==> src/rtl/inv_alu_pkg.sv <==
package inv_alu_pkg;

   localparam int CTL_W     = 4;
   localparam int BIT_INV_A = 3;
   localparam int BIT_INV_B = 2;
   localparam int BIT_FN    = 1;
   localparam int BIT_INV_Y = 0;

   typedef enum logic {
      CORE_SUM  = 1'b0,
      CORE_NAND = 1'b1
   } core_fn_e;

endpackage

==> src/rtl/alu_cond_inv.sv <==
module alu_cond_inv #(
   parameter int WIDTH = 4
) (
   input  logic [WIDTH-1:0] d,
   input  logic             flip,
   output logic [WIDTH-1:0] q
);

   generate
      if (WIDTH < 1) begin : g_bad_width
         $error("alu_cond_inv: WIDTH must be at least 1");
      end
   endgenerate

   for (genvar i = 0; i < WIDTH; i++) begin : g_bit
      assign q[i] = d[i] ^ flip;
   end

endmodule

==> src/rtl/alu_core.sv <==
module alu_core
   import inv_alu_pkg::*;
#(
   parameter int WIDTH  = 4,
   parameter bit RIPPLE = 1'b0
) (
   input  logic [WIDTH-1:0] x,
   input  logic [WIDTH-1:0] z,
   input  core_fn_e         fn,
   output logic [WIDTH-1:0] r
);

   logic [WIDTH-1:0] sum;
   logic [WIDTH-1:0] nand_v;

   assign nand_v = ~(x & z);

   generate
      if (WIDTH < 2) begin : g_bad_width
         $error("alu_core: WIDTH must be at least 2");
      end

      if (RIPPLE) begin : g_ripple
         logic [WIDTH-1:0] cy;
         assign cy[0] = 1'b0;
         for (genvar i = 0; i < WIDTH; i++) begin : g_stage
            assign sum[i] = x[i] ^ z[i] ^ cy[i];
            if (i < WIDTH - 1) begin : g_carry
               assign cy[i+1] = (x[i] & z[i]) | (cy[i] & (x[i] ^ z[i]));
            end
         end
      end else begin : g_behav
         assign sum = x + z;
      end
   endgenerate

   always_comb begin
      unique case (fn)
         CORE_SUM:  r = sum;
         CORE_NAND: r = nand_v;
         default:   r = sum;
      endcase
   end

endmodule

==> src/rtl/alu_flags.sv <==
module alu_flags #(
   parameter int WIDTH = 4
) (
   input  logic [WIDTH-1:0] r,
   output logic             neg,
   output logic             zero
);

   generate
      if (WIDTH < 1) begin : g_bad_width
         $error("alu_flags: WIDTH must be at least 1");
      end
   endgenerate

   assign neg  = r[WIDTH-1];
   assign zero = ~(|r);

endmodule

==> src/rtl/inv_alu.sv <==
module inv_alu
   import inv_alu_pkg::*;
#(
   parameter int WIDTH  = 4,
   parameter bit RIPPLE = 1'b0
) (
   input  logic [WIDTH-1:0] a,
   input  logic [WIDTH-1:0] b,
   input  logic [CTL_W-1:0] ctl,
   output logic [WIDTH-1:0] y,
   output logic             neg,
   output logic             zero
);

   generate
      if (WIDTH < 2 || WIDTH > 64) begin : g_bad_width
         $error("inv_alu: WIDTH must lie in 2..64");
      end
   endgenerate

   logic [WIDTH-1:0] a_c;
   logic [WIDTH-1:0] b_c;
   logic [WIDTH-1:0] core_r;
   core_fn_e         fn;

   assign fn = core_fn_e'(ctl[BIT_FN]);

   alu_cond_inv #(.WIDTH(WIDTH)) u_inv_a (
      .d(a), .flip(ctl[BIT_INV_A]), .q(a_c)
   );

   alu_cond_inv #(.WIDTH(WIDTH)) u_inv_b (
      .d(b), .flip(ctl[BIT_INV_B]), .q(b_c)
   );

   alu_core #(.WIDTH(WIDTH), .RIPPLE(RIPPLE)) u_core (
      .x(a_c), .z(b_c), .fn(fn), .r(core_r)
   );

   alu_cond_inv #(.WIDTH(WIDTH)) u_inv_y (
      .d(core_r), .flip(ctl[BIT_INV_Y]), .q(y)
   );

   alu_flags #(.WIDTH(WIDTH)) u_flags (
      .r(y), .neg(neg), .zero(zero)
   );

   // Port-level checks on settled combinational values
   always_comb begin
      if (ctl == 4'b0000) begin
         AST_PLAIN_SUM: assert (y == WIDTH'(a + b));
      end
      if (ctl == 4'b0100) begin
         AST_INV_B_NAND_OFF: assert (y == WIDTH'(a + ~b));
      end
      if (ctl == 4'b1010) begin
         AST_INV_A_NAND: assert (y == ~(~a & b));
      end
      if (ctl == 4'b1001) begin
         AST_SUB_CODE: assert (y == WIDTH'(a - b));
      end
      if (ctl == 4'b0011) begin
         AST_AND_CODE: assert (y == (a & b));
      end
      if (ctl == 4'b1110) begin
         AST_OR_CODE: assert (y == (a | b));
      end
      AST_NEG_IS_MSB: assert (neg == y[WIDTH-1]);
      AST_ZERO_FLAG: assert (zero == (y == '0));
      AST_FLAGS_EXCL: assert (!(zero && neg));
   end

endmodule

==> config.mk <==
export PLATFORM = sky130hd
export DESIGN_NAME = inv_alu
export DESIGN_NICKNAME = d
export VERILOG_FILES = /design/src/rtl/inv_alu_pkg.sv /design/src/rtl/alu_cond_inv.sv /design/src/rtl/alu_core.sv /design/src/rtl/alu_flags.sv /design/src/rtl/inv_alu.sv
export SDC_FILE = /design/constraint.sdc
export NUM_CORES = 1
export LEC_CHECK = 0
export BUFFER_PORTS_ARGS = -buffer_cell sky130_fd_sc_hd__clkbuf_2
export CAP_MARGIN = 25
export CORE_AREA = 2 2 39 41
export DETAILED_ROUTE_END_ITERATION = 10
export DIE_AREA = 0 0 41 43
export SKIP_LAST_GASP = 1
export SYNTH_ARGS = -nofsm -noshare
export SYNTH_HDL_FRONTEND = slang
export SYNTH_SLANG_ARGS = --single-unit
==> constraint.sdc <==
create_clock -name vclk -period 4.6
set_clock_uncertainty 0.1 [all_clocks]
set_input_delay 0.92 -clock vclk [all_inputs]
set_output_delay 0.92 -clock vclk [all_outputs]
set_load 0.005 [all_outputs]
==> results.yml <==
run:
  cap_violations: 0
yosys:
  mappedNetlistArea_sq_um: 352
  synth_warnings: 0
  postSynthAreaPerCell_sq_um: 8.18
  yosysTopAreaCell: "xor2_1"
  yosys-top-cells-count: "10 x xor2_1, 4 x ha_1, 3 x xnor2_1"
  synth_area_leaders: "xor2_1 25%, ha_1 14%, xnor2_1 7.5%"
  synth_top_cell_area_share_pct: 24.9
  syn_inst: 43
  ys_types: 24
  syn-num-nets: 60
  synth_seq_area_share_pct: 0
  yosysMostFrequentCell: "xor2_1"
critical_path:
  end_kind: "output port"
  cp_slowest_cell: "fa_1"
  cpMostUsedCell: "clkbuf_2"
  cp.required_ps: 3580
  path_delay_family: "adder cells"
  path_cells: "clkbuf_2 -> xor2_1 -> ha_1 -> fa_1 -> nor3_1 -> a31oi_1 -> or3_1 -> mux2i_1 -> clkbuf_2"
  critPathLaunchType: "input pin"
  worstSetupPathType: "in2out"
  path_buf_inv: 2
  cp_data_arrival_time_ps: 2800
  crit_fanout: 5
  cp_slowest_stage_delay_ps: 480
place:
  io_buffers: 18
  gp_congestion: 0.727
  hpwl_um: 586
floorplan:
  die_h_um: 43
  pin_count: 18
  num_rows: 14
  start_util_pct: 25.4
  dieArea_sq_um: 1760
  fp.dieW_um: 41
  core_area_sq_um: 1380
cts:
  cts_resized: 0
  cts_setup_buffers: 0
  cts_hold_buffers: 0
pwr:
  power_frac_clock_pct: 0
  switching_share_pct: 49.8
  p_leak_nw: 0.217
  finalPower_w: 0.0000783
  pwr-share-seq_pct: 0
  p_sw_w: 0.0000390
  power.internal_w: 0.0000393
  vdd_ir_drop_max_mv: 0.0633
  pwr-share-comb_pct: 100.0
  power-per-cell-area_nw_per_um2: 178
sta:
  tns_ps: 0
  setup_viol_count_final: 0
  max_freq_mhz: 262
  worstMarginPinSlew_ps: 313
  period_share_pct: 83.1
  grt_setup_unrepaired: "false"
  hold_viol_final: 0
  period_needed_ps: 3820
  maxSlewViolCount: 0
  max_slew_margin_pct: 78.9
grt:
  antenna_found_initial: 0
  grt_pass1_vias: 291
  grt_pass1_wl_um: 1150
  grt-ovfl-total: 0
  track_usage_pct: 8.50
  grt_max_degree: 11
drt:
  vias: 318
  ant_nets: 0
  drt-total-wl_um: 646
  viasPerCell: 4.30
  wl_per_cell_um: 8.73
  first_pass_iters: 1
  drtIter0Drc: 0
  drc: 0
layout:
  ff_latch_area_sq_um: 0
  layout-drive-gt1-share_pct: 36.2
  nFillCells: 154
  nClkBuffers: 0
  layout.nets: 77
  flops_and_latches: 0
  antennaDiodeCount: 0
  area_delta_synth_final_pct: 24.9
worst_hold_path:
  hp-class: "in2out"
status:
  status: "completed"
## power by group through the flow
stage	clock [W]	sequential, W	combinational [W]
finish	0	0	0.0000783
floorplan	0	0	0.0000575
CTS	0	0	0.0000792
global route	0	0	0.0000904
detailed placement	0	0	0.0000788
global placement	0	0	0.0000771
## per-stage QoR
stage | setup WS [ps] | area [sq um] | utilization (%) | hold WS [ps] | instances
2_1_floorplan | 1150 | 352 | - | 2040 | 43
3_3_place_gp | 816 | 439 | 31.7 | 2080 | 74
3_5_place_dp | 760 | 439 | 31.7 | 2090 | 74
4_1_cts | 761 | 439 | 31.7 | 2090 | 74
5_1_grt | 671 | 439 | 31.7 | 2120 | 74
6_report | 779 | 439 | 31.7 | 2090 | 74
## per-layer routing
metal	wire length, um	up-vias	global-route usage [%]
met2	255	17	13.8
met5	0	-	0
met1	338	120	13.0
li1	-	181	-
met3	52	0	0
met4	0	0	0
## cells by family (layout without fill, tap and decap cells)
family                   count (synthesis)  after routing  share of synthesized area [%]
buffers and inverters                    4             19                           7.47
XOR/XNOR                                13             13                           32.4
adder cells (fa/ha/maj)                  5              5                           19.9
multiplexers                             2              2                           5.69
AND/OR/NAND/NOR                         14             14                           26.0
AO/OA/AOI/OAI                            5              5                           8.54
## worst paths after layout
path | start | slack [ps] | to | cells after the start
max | ctl[2] | 780 | zero | 9
min | ctl[0] | 2090 | y[2] | 3
## cell usage in the layout, fill, tap and decap left out
| master | count |
|---|---|
| a21boi_0 | 1 |
| mux2i_1 | 2 |
| nand3_1 | 2 |
| nor3_1 | 2 |
| clkbuf_2 | 18 |
| nand2_1 | 1 |
| nor2_1 | 2 |
| xor2_1 | 10 |
| inv_2 | 1 |
| nand3_2 | 1 |
| a21oi_1 | 2 |
| a31oi_1 | 1 |
| ha_1 | 4 |
| xnor2_1 | 3 |
| or4b_4 | 1 |
| or3_1 | 1 |
| nor2b_1 | 1 |
| nor3b_1 | 1 |
| or2b_1 | 1 |
| fa_1 | 1 |
| o22ai_1 | 1 |
| nor4b_1 | 1 |
## area by class of cell
type | count | area, sq um | share of cell area [%]
inverter | 1 | 3.75 | 0.855
multi-input combinational | 39 | 325 | 74.1
tap | 16 | 20.0 | 4.56
timing repair buffer | 18 | 90.1 | 20.5
Power figures use the tool's default switching activity.
